**config.mk**
```make
export PLATFORM = sky130hd
export DESIGN_NAME = ecc4_fix_seq
export DESIGN_NICKNAME = d
export VERILOG_FILES = /design/src/rtl/ecc4_pkg.sv /design/src/rtl/ecc4_parity_unpack.sv /design/src/rtl/ecc4_err_pick.sv /design/src/rtl/ecc4_poll_timer.sv /design/src/rtl/ecc4_fix_seq.sv
export SDC_FILE = /design/constraint.sdc
export NUM_CORES = 1
export LEC_CHECK = 0
export BUFFER_PORTS_ARGS = -buffer_cell sky130_fd_sc_hd__buf_2
export CORE_ASPECT_RATIO = 0.75
export CORE_MARGIN = 3
export CORE_UTILIZATION = 51
export CTS_CLUSTER_SIZE = 12
export DETAILED_ROUTE_END_ITERATION = 6
export GPL_ROUTABILITY_DRIVEN = 0
export GPL_TIMING_DRIVEN = 0
export PLACE_DENSITY = 0.91
export RECOVER_POWER = 25
export SKIP_CTS_REPAIR_TIMING = 1
export SYNTH_ARGS = -nofsm -noshare
export SYNTH_HDL_FRONTEND = slang
export SYNTH_HIERARCHICAL = 1
export SYNTH_SLANG_ARGS = --single-unit
```
**constraint.sdc**
```tcl
create_clock -name clk -period 3.4 [get_ports clk]
set_input_delay 0.51 -clock clk [delete_from_list [all_inputs] [get_ports clk]]
set_output_delay 0.51 -clock clk [all_outputs]
set_load 0.01 [all_outputs]
```
**src/rtl/ecc4_pkg.sv**
```systemverilog
package ecc4_pkg;
  typedef enum logic [3:0] {
    S_IDLE, S_CHK, S_LOAD, S_GAP, S_SYN, S_CALC, S_POLL, S_PICK, S_RD, S_WR, S_FIN
  } seq_st_t;
  localparam int RAW_W  = 10;
  localparam int MASK_W = 8;
  localparam int NERR   = 4;
endpackage

```
**src/rtl/ecc4_parity_unpack.sv**
```systemverilog
module ecc4_parity_unpack #(
  parameter int NB = 10,
  parameter int NW = 8,
  parameter int WW = 10
) (
  input  logic [NB*8-1:0]        par,
  output logic                   erased,
  output logic [NW-1:0][WW-1:0]  words
);
  assign erased = &par;
  for (genvar i = 0; i < NW; i++) begin : g_word
    assign words[i] = par[i*WW +: WW];
  end
endmodule

```
**src/rtl/ecc4_err_pick.sv**
```systemverilog
module ecc4_err_pick
  import ecc4_pkg::*;
#(
  parameter int SECT = 512,
  parameter int BIAS = 519,
  parameter int AW   = 9
) (
  input  logic [NERR-1:0][RAW_W-1:0]  raw,
  input  logic [NERR-1:0][MASK_W-1:0] msk,
  input  logic [1:0]                  sel,
  output logic [AW-1:0]               offset,
  output logic [MASK_W-1:0]           xorv,
  output logic                        hit
);
  localparam int DW = RAW_W + 2;
  logic [DW-1:0] diff;
  assign diff   = DW'(BIAS) - {2'b00, raw[sel]};
  assign hit    = !diff[DW-1] && (diff < DW'(SECT));
  assign offset = diff[AW-1:0];
  assign xorv   = msk[sel];
endmodule

```
**src/rtl/ecc4_poll_timer.sv**
```systemverilog
module ecc4_poll_timer #(
  parameter int LIMIT = 10240
) (
  input  logic clk,
  input  logic rst,
  input  logic clr,
  input  logic tick,
  output logic expired
);
  localparam int CW = $clog2(LIMIT + 1);
  logic [CW-1:0] cnt;
  always_ff @(posedge clk) begin
    if (rst || clr) cnt <= '0;
    else if (tick)  cnt <= cnt + 1'b1;
  end
  assign expired = tick && (cnt == CW'(LIMIT - 1));
endmodule

```
**src/rtl/ecc4_fix_seq.sv**
```systemverilog
module ecc4_fix_seq
  import ecc4_pkg::*;
#(
  parameter int SECT_BYTES = 512,
  parameter int PAR_BYTES  = 10,
  parameter int NWORDS     = 8,
  parameter int WORD_W     = 10,
  parameter int POLL_LIMIT = 10240,
  localparam int ADDR_W    = $clog2(SECT_BYTES),
  localparam int IDX_W     = $clog2(NWORDS)
) (
  input  logic                    clk,
  input  logic                    rst,
  input  logic                    start,
  input  logic [PAR_BYTES*8-1:0]  parity,
  output logic                    busy,
  output logic                    done,
  output logic                    uncorrectable,
  output logic [2:0]              err_count,
  output logic                    eng_load,
  output logic [WORD_W-1:0]       eng_load_val,
  input  logic [4*WORD_W-1:0]     eng_synd,
  output logic                    eng_calc_start,
  input  logic [17:0]             eng_stat,
  input  logic [31:0]             eng_addr_a,
  input  logic [31:0]             eng_addr_b,
  input  logic [31:0]             eng_val_a,
  input  logic [31:0]             eng_val_b,
  output logic [ADDR_W-1:0]       buf_addr,
  output logic                    buf_rd,
  input  logic [7:0]              buf_rdata,
  output logic                    buf_we,
  output logic [7:0]              buf_wdata
);
  localparam int BIAS = SECT_BYTES + 7;

  seq_st_t st;
  logic [PAR_BYTES*8-1:0]         par_q;
  logic [IDX_W-1:0]               idx_q;
  logic [1:0]                     k_q;
  logic [2:0]                     nerr_q;
  logic [NERR-1:0][RAW_W-1:0]     raw_q;
  logic [NERR-1:0][MASK_W-1:0]    msk_q;
  logic [MASK_W-1:0]              xv_q;

  logic                           erased;
  logic [NWORDS-1:0][WORD_W-1:0]  words;
  logic [ADDR_W-1:0]              pick_off;
  logic [MASK_W-1:0]              pick_xor;
  logic                           pick_hit;
  logic                           poll_busy, poll_tick, poll_expired;
  logic                           last_err;

  ecc4_parity_unpack #(.NB(PAR_BYTES), .NW(NWORDS), .WW(WORD_W)) u_unpack (
    .par(par_q), .erased(erased), .words(words));

  ecc4_err_pick #(.SECT(SECT_BYTES), .BIAS(BIAS), .AW(ADDR_W)) u_pick (
    .raw(raw_q), .msk(msk_q), .sel(k_q),
    .offset(pick_off), .xorv(pick_xor), .hit(pick_hit));

  assign poll_busy = |eng_stat[11:10];
  assign poll_tick = (st == S_POLL) && poll_busy;

  ecc4_poll_timer #(.LIMIT(POLL_LIMIT)) u_timer (
    .clk(clk), .rst(rst), .clr(st == S_CALC), .tick(poll_tick),
    .expired(poll_expired));

  assign busy           = (st != S_IDLE);
  assign eng_load       = (st == S_LOAD);
  assign eng_load_val   = words[idx_q];
  assign eng_calc_start = (st == S_CALC);
  assign last_err       = (k_q == 2'(nerr_q - 3'd1));

  always_ff @(posedge clk) begin
    if (rst) begin
      st            <= S_IDLE;
      par_q         <= '0;
      idx_q         <= '0;
      k_q           <= '0;
      nerr_q        <= '0;
      raw_q         <= '0;
      msk_q         <= '0;
      xv_q          <= '0;
      done          <= 1'b0;
      uncorrectable <= 1'b0;
      err_count     <= '0;
      buf_addr      <= '0;
      buf_rd        <= 1'b0;
      buf_we        <= 1'b0;
      buf_wdata     <= '0;
    end else begin
      done   <= 1'b0;
      buf_rd <= 1'b0;
      buf_we <= 1'b0;
      case (st)
        S_IDLE: if (start) begin
          par_q         <= parity;
          uncorrectable <= 1'b0;
          err_count     <= '0;
          nerr_q        <= '0;
          st            <= S_CHK;
        end
        S_CHK: begin
          idx_q <= IDX_W'(NWORDS - 1);
          st    <= erased ? S_FIN : S_LOAD;
        end
        S_LOAD: begin
          if (idx_q == '0) st <= S_GAP;
          else             idx_q <= idx_q - 1'b1;
        end
        S_GAP:  st <= S_SYN;
        S_SYN:  st <= (eng_synd == '0) ? S_FIN : S_CALC;
        S_CALC: st <= S_POLL;
        S_POLL: begin
          if (!poll_busy) begin
            case (eng_stat[9:8])
              2'd0: st <= S_FIN;
              2'd1: begin uncorrectable <= 1'b1; st <= S_FIN; end
              default: begin
                nerr_q    <= {1'b0, eng_stat[17:16]} + 3'd1;
                err_count <= {1'b0, eng_stat[17:16]} + 3'd1;
                raw_q[0]  <= eng_addr_a[RAW_W-1:0];
                raw_q[1]  <= eng_addr_a[16 +: RAW_W];
                raw_q[2]  <= eng_addr_b[RAW_W-1:0];
                raw_q[3]  <= eng_addr_b[16 +: RAW_W];
                msk_q[0]  <= eng_val_a[MASK_W-1:0];
                msk_q[1]  <= eng_val_a[16 +: MASK_W];
                msk_q[2]  <= eng_val_b[MASK_W-1:0];
                msk_q[3]  <= eng_val_b[16 +: MASK_W];
                k_q       <= '0;
                st        <= S_PICK;
              end
            endcase
          end else if (poll_expired) begin
            uncorrectable <= 1'b1;
            st            <= S_FIN;
          end
        end
        S_PICK: begin
          if (pick_hit) begin
            buf_rd   <= 1'b1;
            buf_addr <= pick_off;
            xv_q     <= pick_xor;
            st       <= S_RD;
          end else if (last_err) begin
            st <= S_FIN;
          end else begin
            k_q <= k_q + 1'b1;
          end
        end
        S_RD: st <= S_WR;
        S_WR: begin
          buf_we    <= 1'b1;
          buf_wdata <= buf_rdata ^ xv_q;
          if (last_err) st <= S_FIN;
          else begin
            k_q <= k_q + 1'b1;
            st  <= S_PICK;
          end
        end
        S_FIN: begin
          done <= 1'b1;
          st   <= S_IDLE;
        end
        default: st <= S_IDLE;
      endcase
    end
  end
endmodule

```
=== Yosys cells after proc, flatten, opt, wreduce, memory -nomap -nowiden ===
Index checks and enable logic that the tools add are counted.

* Flip-flop bits (word level): 207
* Input bits: 277
* Output and inout bits: 37
* Logic and storage cells: 117

* $add $sub $neg: 6
* $lt $le $gt $ge: 3
* Equality and inequality tests: 22
* Mux-type cells: 36
* Bitwise gates (word level): 4
* Reductions and logical operators: 25

{| class="wikitable"
|+ Operators by type and width
! cell !! count
|-
| 80-bit AND reduction || 1
|-
| 40-bit logical NOT || 1
|-
| 4-bit 2-to-1 mux || 10
|-
| 4-bit one-hot mux with 10 select lines || 1
|-
| 10-bit binary-select mux with 3-bit select || 1
|-
| 10-bit binary-select mux with 2-bit select || 1
|-
| 10-bit 2-to-1 mux || 2
|-
| 8-bit binary-select mux with 2-bit select || 1
|-
| 4-bit by 3-bit equality test with 1-bit output, second input constant || 4
|-
| 4-bit AND reduction || 4
|-
| 14-bit by 1-bit adder with 14-bit output, second input constant || 1
|-
| 14-bit equality test, second input constant || 1
|-
| 4-bit equality test, second input constant || 3
|-
| 12-bit by 10-bit less-than comparator with 1-bit output, second input constant || 1
|-
| 3-bit 2-to-1 mux || 4
|-
| 3-bit one-hot mux with 2 select lines || 2
|-
| 10-bit by 10-bit subtractor with 11-bit output, first input constant || 1
|-
| 2-bit inequality test, second input constant || 5
|-
| 4-bit by 2-bit equality test with 1-bit output, second input constant || 2
|-
| 2-bit 2-to-1 mux || 4
|-
| 8-bit 2-to-1 mux || 1
|-
| 8-bit bitwise XOR || 1
|-
| 1-bit 2-to-1 mux || 7
|-
| 3-bit inequality test, second input constant || 2
|-
| other kinds (26) || 35
|}

=== Longest topological paths before layout ===
* Depth after elaboration: 7
* Depth in mapped cells: 12

=== Modules after synthesis ===
Netlist, hierarchy kept.

{| class="wikitable"
|+ By module, submodules not included
! module !! times used !! cells each !! area an instance (um^2) !! sequential area each (um^2)
|-
| ecc4_fix_seq || 1 || 956 || 7798.7 || 3863.7
|-
| ecc4_parity_unpack || 1 || 107 || 768.2 || 0.0
|-
| ecc4_poll_timer || 1 || 77 || 663.1 || 280.3
|-
| ecc4_err_pick || 1 || 41 || 560.5 || 0.0
|}

=== Least setup slack after synthesis ===
No wires, ideal clock.

* Kind: register to register
* From: register k_q[0]
* To: register buf_addr[0]
* Setup time: 0.132 ns
* Arrival time: 2.557 ns
* Data required time: 3.268 ns
* Path slack: 0.711 ns
* Stages on the path, launching flop included: 13
* Buffers on the path: 3
* Cell sequence: dfxtp_1 -> buf_6 -> mux4_2 -> inv_1 -> ha_1 -> nand3_1 -> mux2i_1 -> inv_1 -> or3_1 -> buf_2 -> buf_6 -> nand2_1 -> a21oi_1

* Cells in the longest elaborated chain, start to end: 6
* Elaborated cells between the ends (all ways): 7

{| class="wikitable"
|+ Ends and longest elaborated chain
! what !! RTL line !! RTL
|-
| from (decl) || ecc4_fix_seq.sv:40 || <nowiki>logic [1:0] k_q;</nowiki>
|-
| from (signal assigned) || ecc4_fix_seq.sv:148 || <nowiki>k_q <= k_q + 1'b1;</nowiki>
|-
| from (signal assigned) || ecc4_fix_seq.sv:157 || <nowiki>k_q <= k_q + 1'b1;</nowiki>
|-
| 10-bit binary-select mux with 2-bit select || ecc4_err_pick.sv:17 || <nowiki>assign diff = DW'(BIAS) - {2'b00, raw[sel]};</nowiki>
|-
| 10-bit 2-to-1 mux (not written as such) || ecc4_err_pick.sv:17 ||
|-
| 10-bit by 10-bit subtractor with 11-bit output || ecc4_err_pick.sv:17 ||
|-
| named net pick_off[3] || ecc4_fix_seq.sv:48 || <nowiki>logic [ADDR_W-1:0] pick_off;</nowiki>
|-
| 12-bit by 10-bit less-than comparator with 1-bit output || ecc4_err_pick.sv:18 || <nowiki>assign hit = !diff[DW-1] && (diff < DW'(SECT));</nowiki>
|-
| 1-bit logical AND || ecc4_err_pick.sv:18 ||
|-
| named net pick_hit || ecc4_fix_seq.sv:50 || <nowiki>logic pick_hit;</nowiki>
|-
| 2-bit AND reduction (no source line) || -- ||
|-
| to (signal assigned) || ecc4_fix_seq.sv:142 || <nowiki>buf_addr <= pick_off;</nowiki>
|-
| to (decl) || ecc4_fix_seq.sv:29 || <nowiki>output logic [ADDR_W-1:0] buf_addr,</nowiki>
|}

The timed path passes the listed nets, and every way through them passes these cells. The select of a mux whose other input is x is not followed.
A chain may end at the register's enable or synchronous reset.

=== Final worst setup path ===
* From: register k_q[0]
* To: register buf_addr[3]

Same word-level chain as after synthesis.

==> results by group <==
Setup path
  • Setup crit start: k_q[0]
  • R2R Path End: buf_addr[3]
  • Crit path capture: buf_addr[3]
  • Critical Path AT: between 3 and 4 ns
  • CP endpoint kind: flip-flop
  • CP startpoint kind: flip-flop
  • Reg2reg setup slack: between 0.3 and 0.4 ns
  • Setup CP Type: flip-flop to flip-flop
  • Reg2reg start: k_q[0]
  • Cells on worst reg2reg path: 12
  • Req. time, crit path: 3.76 ns
  • CP Max Fanout: 10

Pwr
  • Clk pwr share: 29.5%
  • Sw frac: between 30% and 40%
  • Comb pwr share: 28.8%
  • Flop pwr share: between 40% and 50%
  • Power Density: 592 nW/um^2
  • Peak supply drop: 0.480 mV
  • Leak Pwr: 0.00465 uW
  • P_int: 4750 uW
  • Net switching power: between 2000 and 2500 uW

Timing
  • Fin crit period: 3.08 ns
  • Final setup viols: 0
  • Final setup skew: 0.0122 ns
  • Fmax: ~0.32 GHz
  • Slew @ Worst Pin: 1.06 ns
  • Setup TNS: 0 ns
  • RSZ-0062 raised after global routing: no
  • Worst setup margin: 0.318 ns
  • Pins over their slew limit: 0
  • Fin crit share: 90.6%
  • Final Hold Viols: 0
  • Relative slew slack: 28.9%

CTS
  • Clock Sinks: 207
  • Worst-path clk slew: around 0.060 ns
  • Root Driver: clkbuf_16
  • CTS tree: yes
  • Clock insertion delay at the later pin of the skew report: 0.50 ns
  • Num CTS Buffers: 21
  • Clock Path Buffers: 3
  • H-Tree Depth: 1

Synth
  • Seq cells post-synth: 207
  • Post-Syn Nets: 1463
  • Main synth FF type: dfxtp_1
  • Share of synthesized registers carrying an async set or reset: 0%
  • Mux share of post-synthesis cell area: 9.52%
  • Synth Area in Compound Gates: 12.1%
  • Syn Inst Count: roughly 1200
  • Sequential fraction of the synthesis area: 42.3%
  • Synth warn: 6
  • Simple-Gate Fraction of Synth Area: 23.2%
  • Post-synthesis instance area: 9790 um^2
  • Xor/xnor share of the synthesized area: approximately 1.6%
  • Post-synth cell types: between 50 and 60
  • Main combinational cell family by area after synthesis: simple AND/OR/NAND/NOR gates
  • Post-synthesis adder-cell area fraction: 0.639%
  • Post-synth EDFFs: 0
  • Syn avg cell area: between 8 and 9 um^2

Floorplan
  • Row count: 43
  • Core Box Area: between 15000 and 20000 um^2
  • Die H: approximately 130 um
  • I/O Pins: 314
  • Die X: 166 um
  • Die area: roughly 21000 um^2
  • Initial core utilization: 52.4%

Detailed routing
  • Pre-Repair DR Iteration Count: 6
  • # DRC: 0
  • WL/cell: around 17 um
  • Routed wire length: 29000 um
  • Number of vias per cell: 5.54
  • DR vias: 9439
  • Number of DRC markers in iteration 0: a little under 1000
  • Post-DRT Antenna Nets: 0

Global route
  • Antenna violations before repair: 2
  • Pin count of the biggest net entering global routing: 13
  • Vias in the first global route: 8783
  • Gr ovfl total: 0
  • Global-route wire length before repair: between 40000 and 50000 um
  • GRT Total Usage: 26.7%

Cells and area
  • Post-route cell area: around 12000 um^2
  • Final Net Count: 1731
  • Commonest non-fill, non-tap cell in the layout: nand2_1
  • Non-Filler Instances: 1704
  • Multi-input logic area: 4580 um^2
  • Register area: 4140 um^2
  • Layout cells sized above 1: 27.8%
  • Synthesis-to-finish area growth: 20.9%
  • Commonest non-fill, non-tap cells in the layout: 386 x nand2_1, 243 x buf_2, 207 x dfxtp_1
  • Fillers: between 1500 and 2000

Placed design
  • Worst slack, placed: 0.196 ns
  • Final HPWL DP: 22200 um
  • Post-place instance area: 11300 um^2
  • Cells after DPL: 1673
  • IO Port Bufs: ~250

Run status
  • Status: completed

Min path
  • Hold Path Class: input port to flip-flop

Flow run
  • Max-Cap Viols: 0
[routing by layer]
metal	vias up	GRT usage [%]	share of wire, %
li1	4466	-	-
met1	4335	36.3	40
met2	549	42.0	44
met3	85	7.31	12
met4	4	7.87	3.2
met5	-	0	0.076
[stage by stage]
stage          power, uW  hold WS (ns)  utilization, %
6_report            7010         0.242            63.4
5_1_grt             7320         0.237            63.4
4_1_cts             7000         0.228            63.8
3_5_place_dp        4950         0.443            60.7
3_3_place_gp        4860         0.439            60.7
2_1_floorplan       4320         0.432               -
[power by group through the flow]
stage	Sequential (uW)	Combinational [uW]	Clock, uW
floorplan	2870	1450	0
global placement	2940	1920	0
detailed placement	2960	1990	0
CTS	2910	2000	2080
global route	2940	2200	2180
finish	2920	2020	2070
[worst max-delay path, cell delays in order (launching register included)]
cell and delay [ns]:
dfxtp_1 0.42, buf_6 0.20, mux4_2 0.59, inv_1 0.09
ha_1 0.21, nand3_1 0.10, mux2i_1 0.32, inv_1 0.14
or3_1 0.38, buf_2 0.20, buf_6 0.17, nand2_1 0.07
a21oi_1 0.06
[flip-flops by register name, summed over array words and instances (netlist names), 2 cells and up]
| signal | flops |
|---|---|
| msk_q | 32 |
| idx_q | 3 |
| par_q | 80 |
| buf_addr | 9 |
| buf_wdata | 8 |
| st | 4 |
| raw_q | 40 |
| xv_q | 8 |
| u_timer/cnt | 14 |
| nerr_q | 3 |
| k_q | 2 |
[worst min-delay path by stage]
stage / start / to / slack (ns) / cells after the start
floorplan: raw_q[10] / raw_q[10] / 0.43 / 2
global placement: raw_q[39] / raw_q[39] / 0.44 / 2
detailed placement: raw_q[17] / raw_q[17] / 0.44 / 2
CTS: eng_addr_a[23] / raw_q[17] / 0.23 / 3
global route: eng_addr_a[23] / raw_q[17] / 0.24 / 3
finish: parity[63] / par_q[63] / 0.24 / 3
[layout make-up]
| type | count | area share, % |
|---|---|---|
| tap | 247 | 2.61 |
| timing repair buffer | 245 | 10.1 |
| clock inverter | 1 | 0.0740 |
| clock buffer | 28 | 4.83 |
| buffer | 158 | 8.23 |
| sequential | 207 | 35.0 |
| multi-input combinational | 802 | 38.7 |
| antenna | 2 | 0.0423 |
| inverter | 14 | 0.444 |
[synthesized netlist by cell type, types with 2 or more instances]
cell | n | area, um^2
buf_1 | 2 | 7.51
or4_1 | 5 | 37.5
o31ai_1 | 5 | 37.5
nor2_1 | 30 | 113
and2_1 | 2 | 12.5
inv_1 | 14 | 52.6
nor2b_1 | 5 | 31.3
a32oi_1 | 3 | 26.3
o21ai_0 | 6 | 30.0
a21oi_1 | 182 | 911
nand2b_1 | 6 | 37.5
nor4_1 | 17 | 106
nor2_2 | 2 | 12.5
buf_4 | 83 | 623
or3_1 | 6 | 37.5
xnor2_1 | 13 | 114
dfxtp_1 | 207 | 4140
buf_6 | 7 | 78.8
nand3_1 | 8 | 40.0
nor3_4 | 2 | 32.5
mux4_2 | 35 | 788
mux2i_1 | 4 | 40.0
nand2_1 | 386 | 1450
nand4_1 | 28 | 175
xor2_1 | 5 | 43.8
nor3_1 | 4 | 20.0
mux4_1 | 3 | 78.8
clkbuf_1 | 40 | 150
ha_1 | 5 | 62.6
a211oi_1 | 12 | 90.1
buf_2 | 26 | 130
[cell families after synthesis]
kind of cell	after synthesis
AOI/OAI and AO/OA	218
adders and majority gates	5
muxes	44
and+or+nand+nor	517
xor gates and xnor gates	18
buffers and inverters	172
DFF	207
Note: power is estimated with default switching activity, not from simulation.
